`src/rtl/pscan_pkg.sv`:
```
package pscan_pkg;
  localparam int unsigned CAP_OFS   = 32'h20;
  localparam int unsigned PLIST_OFS = 32'h28;
  localparam int unsigned ID_W      = 16;
  localparam int unsigned LINK_W    = 29;

  typedef struct packed {
    logic [LINK_W-1:0] nxt;
    logic [1:0]        rsv;
    logic              last;
    logic [15:0]       ver;
    logic [ID_W-1:0]   id;
  } phdr_t;

  typedef enum logic [2:0] {
    S_IDLE, S_REQ_CAP, S_WAIT_CAP, S_REQ_HDR,
    S_WAIT_HDR, S_REQ_DAT, S_WAIT_DAT, S_DONE
  } st_e;
endpackage

```
`src/rtl/pscan_hdr_decode.sv`:
```
module pscan_hdr_decode
  import pscan_pkg::*;
(
  input  logic [63:0]     word_i,
  input  logic [ID_W-1:0] target_i,
  output phdr_t           hdr_o,
  output logic            hit_o,
  output logic            last_o,
  output logic            dead_o
);
  assign hdr_o  = phdr_t'(word_i);
  assign hit_o  = (hdr_o.id == target_i);
  assign last_o = hdr_o.last;
  // zero link on a non-final block would re-read the same header forever
  assign dead_o = !hdr_o.last && (hdr_o.nxt == '0);
endmodule

```
`src/rtl/pscan_addr_gen.sv`:
```
module pscan_addr_gen
  import pscan_pkg::*;
#(
  parameter int unsigned AW = 16
) (
  input  logic              clk_i,
  input  logic              rst_ni,
  input  logic              load_i,
  input  logic [AW-1:0]     load_val_i,
  input  logic              adv_i,
  input  logic [LINK_W-1:0] adv_words_i,
  output logic [AW-1:0]     addr_o
);
  localparam int unsigned STEP_W = LINK_W + 3;

  logic [AW-1:0]     addr_q;
  logic [STEP_W-1:0] step_bytes;

  assign step_bytes = {adv_words_i, 3'b000};

  always_ff @(posedge clk_i or negedge rst_ni) begin
    if (!rst_ni)     addr_q <= '0;
    else if (load_i) addr_q <= load_val_i;
    else if (adv_i)  addr_q <= addr_q + AW'(step_bytes);
  end

  assign addr_o = addr_q;

  // word steps keep the read pointer aligned
  a_r2_step_aligned: assert property (@(posedge clk_i) disable iff (!rst_ni)
    (adv_i && !load_i) |=> (addr_o[2:0] == $past(addr_o[2:0])));
endmodule

```
`src/rtl/param_list_scanner.sv`:
```
module param_list_scanner
  import pscan_pkg::*;
#(
  parameter int unsigned AW = 16
) (
  input  logic              clk_i,
  input  logic              rst_ni,
  input  logic              start_i,
  input  logic [AW-1:0]     base_addr_i,
  input  logic [ID_W-1:0]   target_id_i,
  output logic              busy_o,
  output logic              done_o,
  output logic              found_o,
  output logic              err_o,
  output logic [15:0]       param_ver_o,
  output logic [63:0]       param_data_o,
  output logic [LINK_W-1:0] param_size_o,
  output logic [31:0]       reg_size_o,
  output logic [14:0]       group_o,
  output logic [15:0]       inst_o,
  output logic              rd_req_o,
  output logic [AW-1:0]     rd_addr_o,
  input  logic              rd_valid_i,
  input  logic [63:0]       rd_data_i
);
  localparam logic [AW-1:0] CAP_A   = AW'(CAP_OFS);
  localparam logic [AW-1:0] PLIST_A = AW'(PLIST_OFS);

  st_e               st_q, st_d;
  logic [AW-1:0]     base_q;
  logic [ID_W-1:0]   tgt_q;
  phdr_t             hdr;
  logic              hit, last, dead;
  logic              ld, adv;
  logic [AW-1:0]     ld_val;
  logic [LINK_W-1:0] adv_words;

  logic              found_q, err_q;
  logic [15:0]       ver_q;
  logic [63:0]       data_q;
  logic [LINK_W-1:0] size_q;
  logic [31:0]       regsz_q;
  logic [14:0]       grp_q;
  logic [15:0]       inst_q;

  logic start_ok;
  assign start_ok = (st_q == S_IDLE) && start_i;

  pscan_hdr_decode u_dec (
    .word_i  (rd_data_i),
    .target_i(tgt_q),
    .hdr_o   (hdr),
    .hit_o   (hit),
    .last_o  (last),
    .dead_o  (dead)
  );

  pscan_addr_gen #(.AW(AW)) u_addr (
    .clk_i      (clk_i),
    .rst_ni     (rst_ni),
    .load_i     (ld),
    .load_val_i (ld_val),
    .adv_i      (adv),
    .adv_words_i(adv_words),
    .addr_o     (rd_addr_o)
  );

  always_comb begin
    st_d      = st_q;
    ld        = 1'b0;
    ld_val    = base_q + PLIST_A;
    adv       = 1'b0;
    adv_words = hdr.nxt;
    unique case (st_q)
      S_IDLE: if (start_i) begin
        st_d   = S_REQ_CAP;
        ld     = 1'b1;
        ld_val = base_addr_i + CAP_A;
      end
      S_REQ_CAP:  st_d = S_WAIT_CAP;
      S_WAIT_CAP: if (rd_valid_i) begin
        if (rd_data_i[31]) begin
          st_d = S_REQ_HDR;
          ld   = 1'b1;
        end else begin
          st_d = S_DONE;
        end
      end
      S_REQ_HDR:  st_d = S_WAIT_HDR;
      S_WAIT_HDR: if (rd_valid_i) begin
        if (hit) begin
          adv       = 1'b1;
          adv_words = LINK_W'(1);
          st_d      = S_REQ_DAT;
        end else if (last || dead) begin
          st_d = S_DONE;
        end else begin
          adv  = 1'b1;
          st_d = S_REQ_HDR;
        end
      end
      S_REQ_DAT:  st_d = S_WAIT_DAT;
      S_WAIT_DAT: if (rd_valid_i) st_d = S_DONE;
      S_DONE:     st_d = S_IDLE;
      default:    st_d = S_IDLE;
    endcase
  end

  always_ff @(posedge clk_i or negedge rst_ni) begin
    if (!rst_ni) begin
      st_q    <= S_IDLE;
      base_q  <= '0;
      tgt_q   <= '0;
      found_q <= 1'b0;
      err_q   <= 1'b0;
      ver_q   <= '0;
      data_q  <= '0;
      size_q  <= '0;
      regsz_q <= '0;
      grp_q   <= '0;
      inst_q  <= '0;
    end else begin
      st_q <= st_d;
      if (start_ok) begin
        base_q  <= base_addr_i;
        tgt_q   <= target_id_i;
        found_q <= 1'b0;
        err_q   <= 1'b0;
        ver_q   <= '0;
        data_q  <= '0;
        size_q  <= '0;
      end
      if (st_q == S_WAIT_CAP && rd_valid_i) begin
        regsz_q <= rd_data_i[63:32];
        grp_q   <= rd_data_i[30:16];
        inst_q  <= rd_data_i[15:0];
      end
      if (st_q == S_WAIT_HDR && rd_valid_i) begin
        if (hit) begin
          ver_q  <= hdr.ver;
          size_q <= hdr.nxt;
        end else if (dead) begin
          err_q <= 1'b1;
        end
      end
      if (st_q == S_WAIT_DAT && rd_valid_i) begin
        data_q  <= rd_data_i;
        found_q <= 1'b1;
      end
    end
  end

  assign busy_o       = (st_q != S_IDLE);
  assign done_o       = (st_q == S_DONE);
  assign rd_req_o     = (st_q == S_REQ_CAP) || (st_q == S_REQ_HDR) || (st_q == S_REQ_DAT);
  assign found_o      = found_q;
  assign err_o        = err_q;
  assign param_ver_o  = ver_q;
  assign param_data_o = data_q;
  assign param_size_o = size_q;
  assign reg_size_o   = regsz_q;
  assign group_o      = grp_q;
  assign inst_o       = inst_q;

  a_r2_cap_first: assert property (@(posedge clk_i) disable iff (!rst_ni)
    (start_i && !busy_o) |=> (rd_req_o && rd_addr_o == $past(base_addr_i) + CAP_A));

  a_r13_one_outstanding: assert property (@(posedge clk_i) disable iff (!rst_ni)
    (rd_req_o && !rd_valid_i) |=> !rd_req_o);

  a_r11_done_pulse: assert property (@(posedge clk_i) disable iff (!rst_ni)
    done_o |=> (!done_o && !busy_o));

  a_r11_found_err_excl: assert property (@(posedge clk_i) disable iff (!rst_ni)
    done_o |-> !(found_o && err_o));

  a_r3_no_read_when_done: assert property (@(posedge clk_i) disable iff (!rst_ni)
    done_o |-> !rd_req_o);
endmodule

```
`config.mk`:
```
export PLATFORM = sky130hd
export DESIGN_NAME = param_list_scanner
export DESIGN_NICKNAME = d
export VERILOG_FILES = /design/src/rtl/pscan_pkg.sv /design/src/rtl/pscan_hdr_decode.sv /design/src/rtl/pscan_addr_gen.sv /design/src/rtl/param_list_scanner.sv
export SDC_FILE = /design/constraint.sdc
export NUM_CORES = 1
export LEC_CHECK = 0
export BUFFER_PORTS_ARGS = -buffer_cell sky130_fd_sc_hd__buf_2
export CORE_ASPECT_RATIO = 2
export CORE_MARGIN = 2
export CORE_UTILIZATION = 56
export CTS_BUF_LIST = sky130_fd_sc_hd__clkbuf_8 sky130_fd_sc_hd__clkbuf_16
export CTS_CLUSTER_SIZE = 16
export DETAILED_ROUTE_END_ITERATION = 6
export PLACE_DENSITY = 0.95
export SLEW_MARGIN = 15
export SYNTH_ARGS = -nofsm -noshare
export SYNTH_HDL_FRONTEND = slang
export SYNTH_SLANG_ARGS = --single-unit
```
`constraint.sdc`:
```
create_clock -name clk_i -period 6.4 [get_ports clk_i]
set_clock_uncertainty 0.05 [all_clocks]
set_input_delay 0.96 -clock clk_i [delete_from_list [all_inputs] [get_ports clk_i]]
set_output_delay 0.96 -clock clk_i [all_outputs]
set_load 0.05 [all_outputs]
```
Yosys cells after proc, flatten, opt, wreduce, memory -nomap -nowiden. Cells that the tools add are included.

Word-level logic and storage cells: 79. Output and inout port bits: 193. Input port bits: 100. Bits in registers: 225.

Equal/unequal tests: 12. Reduce and logical (&&, ||, !) cells: 15. Muxes and demuxes: 37. Add/subtract/negate cells: 3.

Operators with widths (count): $mux W64 (2); $mux W16 (7); $mux W29 (3); $mux W13 (3); $add A16 B6 Y16 const B (2); $logic_not A29 Y1 (1); $pmux W3 S8 (1); $mux W3 (7); $add A16 B16 Y16 (1); $eq A16 B16 Y1 (1); $mux W1 (13); $eq A3 B3 Y1 const B (4); $ne A2 B2 Y1 const B (4); $eq A3 B2 Y1 const B (2); $logic_and A1 B1 Y1 (5); $reduce_and A4 Y1 (1); $reduce_bool A2 Y1 (2); $eq A3 B1 Y1 const B (1); $logic_not A3 Y1 (1); $logic_or A1 B1 Y1 (3); $reduce_bool A3 Y1 (1); $pmux W1 S2 (1); $logic_not A1 Y1 (1).

Logic depth before layout (Yosys ltp).
Depth after elaboration: 9. Depth in mapped cells: 16. Gate-level depth less buffers: 15.

Modules after synthesis. Synthesis repeated with hierarchy kept, for this count alone.

Cell total of the unflattened synthesis: 1112. Area total of the unflattened synthesis: 10884.2 sq um.

By module, submodules not included: param_list_scanner (area each 8907.3 sq um, cells an instance 884, times used 1, sequential area each 5230.0 sq um); pscan_addr_gen (area each 1247.4 sq um, cells an instance 131, times used 1, sequential area each 400.4 sq um); pscan_hdr_decode (area each 729.4 sq um, cells an instance 97, times used 1, sequential area each 0.0 sq um).

Least setup slack after synthesis. OpenSTA, ideal clock, no wires.

Path type: input to register. Start: input rd_data_i[7]. End: register u_addr.addr_q[13], in the netlist u_addr.addr_o[13]. Stages: 15. Path slack: 2.375 ns. Buffers on the path: 2. Setup time: 0.125 ns. Arrival: 3.850 ns. Required time: 6.225 ns. Cells stage by stage: xor2_1 > nor4_4 > nand4_4 > or2_1 > buf_2 > and2_1 > ha_1 > buf_6 > a21oi_4 > a21boi_2 > or3_1 > a311o_1 > a21oi_2 > xor2_1 > a21oi_1.

Longest elaborated chain between the ends: 7. Elaborated cells between the ends (all ways): 11. Those cells by class: add/sub (1); eq/ne (1); mux (8); reduce/logical (1).

RTL lines: from (decl) (RTL line param_list_scanner.sv:24) `input logic [63:0] rd_data_i`; $eq A16 B16 Y1 * (RTL line pscan_hdr_decode.sv:12) `assign hit_o = (hdr_o.id == target_i);`; $mux W13 (RTL line param_list_scanner.sv:91) `if (hit) begin`; $mux W13 (RTL line param_list_scanner.sv:90) `S_WAIT_HDR: if (rd_valid_i) begin`; $mux W13 (RTL line param_list_scanner.sv:74) `unique case (st_q)`; $add A16 B16 Y16 (RTL line pscan_addr_gen.sv:24) `else if (adv_i) addr_q <= addr_q + AW'(step_bytes);`; $mux W16 (RTL line pscan_addr_gen.sv:24); $mux W16 (RTL line pscan_addr_gen.sv:23) `else if (load_i) addr_q <= load_val_i;`; to (signal assigned) (RTL line pscan_addr_gen.sv:23); to (signal assigned) (RTL line pscan_addr_gen.sv:24); to (decl) (RTL line pscan_addr_gen.sv:16) `logic [AW-1:0] addr_q;`.

Every way passes the cells marked *; elsewhere a longest branch is shown, timed or not. The select of a mux whose other input is x is not followed. A chain may end at the register's enable or synchronous reset.

Final worst setup path.
Start: input rd_data_i[2]. End: register u_addr.addr_q[12], in the netlist u_addr.addr_o[12].

The elaborated chain is that of the path after synthesis.

==> metrics.txt <==
status finished, final reports clean; Relative slew margins between 20% and 30%; DP Wirelength 21900 um; Area Growth Syn to Fin 21.9%; critical-path maximum fanout 10; GR Util All Layers between 30% and 40%; Design Power 7.16 mW; sequential area share after synthesis between 50% and 60%; share of cells above drive strength 1 31.8%; fin. max-slew vios 0; YS warnings 0; synthesized net count between 1000 and 1500; Peak supply drop 499 uV; Final setup viols 0; Post-DRT Antenna Nets 0; Unique masters post-synth 57; Final Critical Period 4.29 ns; port bufs 292; Die Wd slightly below 100 um; Post-CTS Setup Inserts 0; Post-Syn Area 0.0102 mm^2; largest net degree at the start of global routing 125; Vias/cell about 6; initial antenna violation count 0; Worst EP required 6.71 ns; setup_tns 0 ns; number of synthesized register bits roughly 230; dpl cells 1489; root buffer cell clkbuf_16; vias in the first global route 9103; Synth top area share 55.1%; Clock Path Buffers 3; worst skew pair latency 0.50 ns; Final Net Count 1413; die area 0.0194 mm^2; Yosys top cell by area dfrtp_1; Final Hold Viols 0; Worst Max-Slew Pin Slew 1.05 ns; vias 8953; Synth async-reset ratio 100%; crit path to u_addr.addr_o[12]$_DFFE_PN0P_; drt drc 0; Core Area 0.0178 mm^2; Setup crit end kind register; dominant synthesized flop cell dfrtp_1; Hold Path Class reg2reg; total gr overflow 0; maxcap violations 0; first-iteration detailed-routing DRC count between 300 and 400; antenna cells 0; number of synthesized flops with an enable pin 0; H-tree depth 1; CTS tree yes; Reg area 0.00563 mm^2; Reg2Reg Setup Slack 2.22 ns; Reg clk slew, reported paths 0.07 ns; total leakage power 6.63 nW; Setup crit start kind primary input; crit path from rd_data_i[2]; CP arrival between 4 and 5 ns; # hold bufs at CTS 0; DRT Pass-1 Iters 5; synthesized instance count 1035; overall routed net length 30800 um; Initial Util 57.4%; wire length per cell around 20 um; row cnt slightly below 70; filler instances around 1300; unrepaired setup endpoints after global routing false; global-route wire length before repair 48300 um; PwrDens 575 mW/mm^2; TritonCTS buffer count 20; top cells by area, synth dfrtp_1, nand2_1, mux2_2, nand3_1, xor2_1; post_cts resized 0; # clock sinks 225; R2R Path End u_addr.addr_o[12]$_DFFE_PN0P_; Period Utilization, post-route 67.0%; placed cell area 0.0118 mm^2; die height roughly 190 um; max frequency approximately 230 MHz; num ports a little under 300; final std cells w/o fill 1524; FF-to-FF path depth 13; CP Class in2reg; worst reg2reg path startpoint tgt_q[7]$_DFFE_PN0P_; gpl congestion 0.914; finished layout cell area between 0.01 and 0.015 mm^2; area of the multi-input gates 0.00430 mm^2; Syn Area/Cell 9.87 um^2
-- registers in the layout, indices dropped and copies added, names as in the netlist --
name           cells
param_data_o      64
reg_size_o        32
param_size_o      29
base_q            16
inst_o            16
param_ver_o       16
tgt_q             16
u_addr.addr_o     16
group_o           15
st_q               3
err_o              1
found_o            1
-- critical path: stages --
cell and delay, ns:
buf_2 0.12, xor2_1 0.17, nor4_4 0.39, nand4_4 0.22
or2_2 0.45, and2_1 0.23, ha_1 0.29, a211oi_1 0.25
o21bai_1 0.14, a2111oi_0 0.78, o21bai_1 0.12, a21oi_1 0.20
xor2_1 0.20, o21ai_1 0.08
-- how the worst min path moves through the flow --
stage / start / end / cells after the start / slack [ns]
3_5_place_dp: found_o$_DFFE_PN0P_ / found_o$_DFFE_PN0P_ / 2 / 0.41
3_3_place_gp: base_q[0]$_DFFE_PN0P_ / base_q[0]$_DFFE_PN0P_ / 2 / 0.40
4_1_cts: found_o$_DFFE_PN0P_ / found_o$_DFFE_PN0P_ / 2 / 0.43
6_report: found_o$_DFFE_PN0P_ / found_o$_DFFE_PN0P_ / 2 / 0.42
5_1_grt: base_q[2]$_DFFE_PN0P_ / base_q[2]$_DFFE_PN0P_ / 2 / 0.45
2_1_floorplan: base_q[0]$_DFFE_PN0P_ / base_q[0]$_DFFE_PN0P_ / 2 / 0.39
-- cell usage after synthesis (2+ instances only) --
master / number
mux2_2: 63
o211ai_1: 2
nand3_1: 116
a211oi_1: 3
o21bai_1: 3
a21oi_1: 21
dfrtp_1: 225
buf_1: 7
buf_6: 5
inv_1: 8
nor2_2: 2
a21o_1: 4
a21oi_4: 2
nor4_4: 4
o21ai_0: 16
xnor2_1: 14
o221ai_1: 2
nor3b_1: 2
ha_1: 14
and3_1: 3
clkbuf_1: 35
o22ai_1: 4
a31oi_1: 7
nor2_1: 16
o22a_1: 2
buf_2: 12
a211oi_2: 2
nand2_1: 339
xor2_1: 31
or3_1: 3
o31ai_1: 3
nand4_1: 8
mux2i_1: 6
nor3_1: 7
o21ai_1: 2
and2_1: 14
nand2b_1: 3
nor4_1: 6
-- placed cells by master (no fill, tap or decap), drive strengths merged, types with 4 or more instances in the layout --
cell type | synthesis | final
nand3 | 116 | 116
inv | 9 | 10
clkbuf | 35 | 28
dfrtp | 225 | 225
mux2i | 6 | 6
o21ai | 18 | 18
a31oi | 7 | 7
o22ai | 4 | 4
clkinv | 0 | 4
a211oi | 5 | 5
a21o | 4 | 4
nor4 | 10 | 10
a21oi | 24 | 24
buf | 24 | 300
xnor2 | 14 | 14
xor2 | 31 | 31
ha | 14 | 14
nor3 | 7 | 7
mux2 | 63 | 63
nor2 | 18 | 18
nand2 | 339 | 339
nand4 | 9 | 9
and2 | 14 | 14
-- kinds of logic after synthesis --
family / count (synthesis) / share of synthesized area, %
AO/OA/AOI/OAI: 83 / 5.48
XOR/XNOR: 45 / 3.86
adder cells (fa/ha/maj): 15 / 1.91
buffers and inverters: 68 / 3.01
flip-flops: 225 / 55.1
multiplexers: 69 / 7.53
AND/OR/NAND/NOR: 530 / 23.1
-- metrics by stage --
stage          utilization [%]  setup slack (ns)  hold slack, ns
5_1_grt                   70.0              1.98           0.452
3_5_place_dp              66.2              1.77           0.409
2_1_floorplan                -              2.37           0.389
3_3_place_gp              66.2              1.80           0.401
4_1_cts                   70.0              2.21           0.426
6_report                  70.0              2.11           0.424
-- layout make-up --
| type | count | share of cell area [%] |
|---|---|---|
| Clock buffer | 28 | 4.99 |
| Clock inverter | 7 | 0.523 |
| Inverter | 9 | 0.271 |
| Multi-Input combinational cell | 742 | 34.6 |
| Sequential cell | 225 | 45.2 |
| Tap cell | 213 | 2.14 |
| Timing Repair Buffer | 300 | 12.3 |
-- layer usage --
metal / track usage, % / vias up / routed length [um]
met4: 20.6 / 0 / 2540
met3: 4.19 / 146 / 1800
met2: 56.3 / 465 / 16200
li1: - / 3997 / -
met5: 0 / - / 0
met1: 34.6 / 4345 / 10200
-- power by group --
| group | switching (mW) | leakage, nW | internal, mW |
|---|---|---|---|
| logic | 2.60 | 3.45 | 0.942 |
| clock network | 0.538 | 0.345 | 0.719 |
| registers | 0.404 | 2.84 | 1.95 |
| total | 3.54 | 6.63 | 3.61 |
Note: power is estimated with default switching activity, not from simulation.
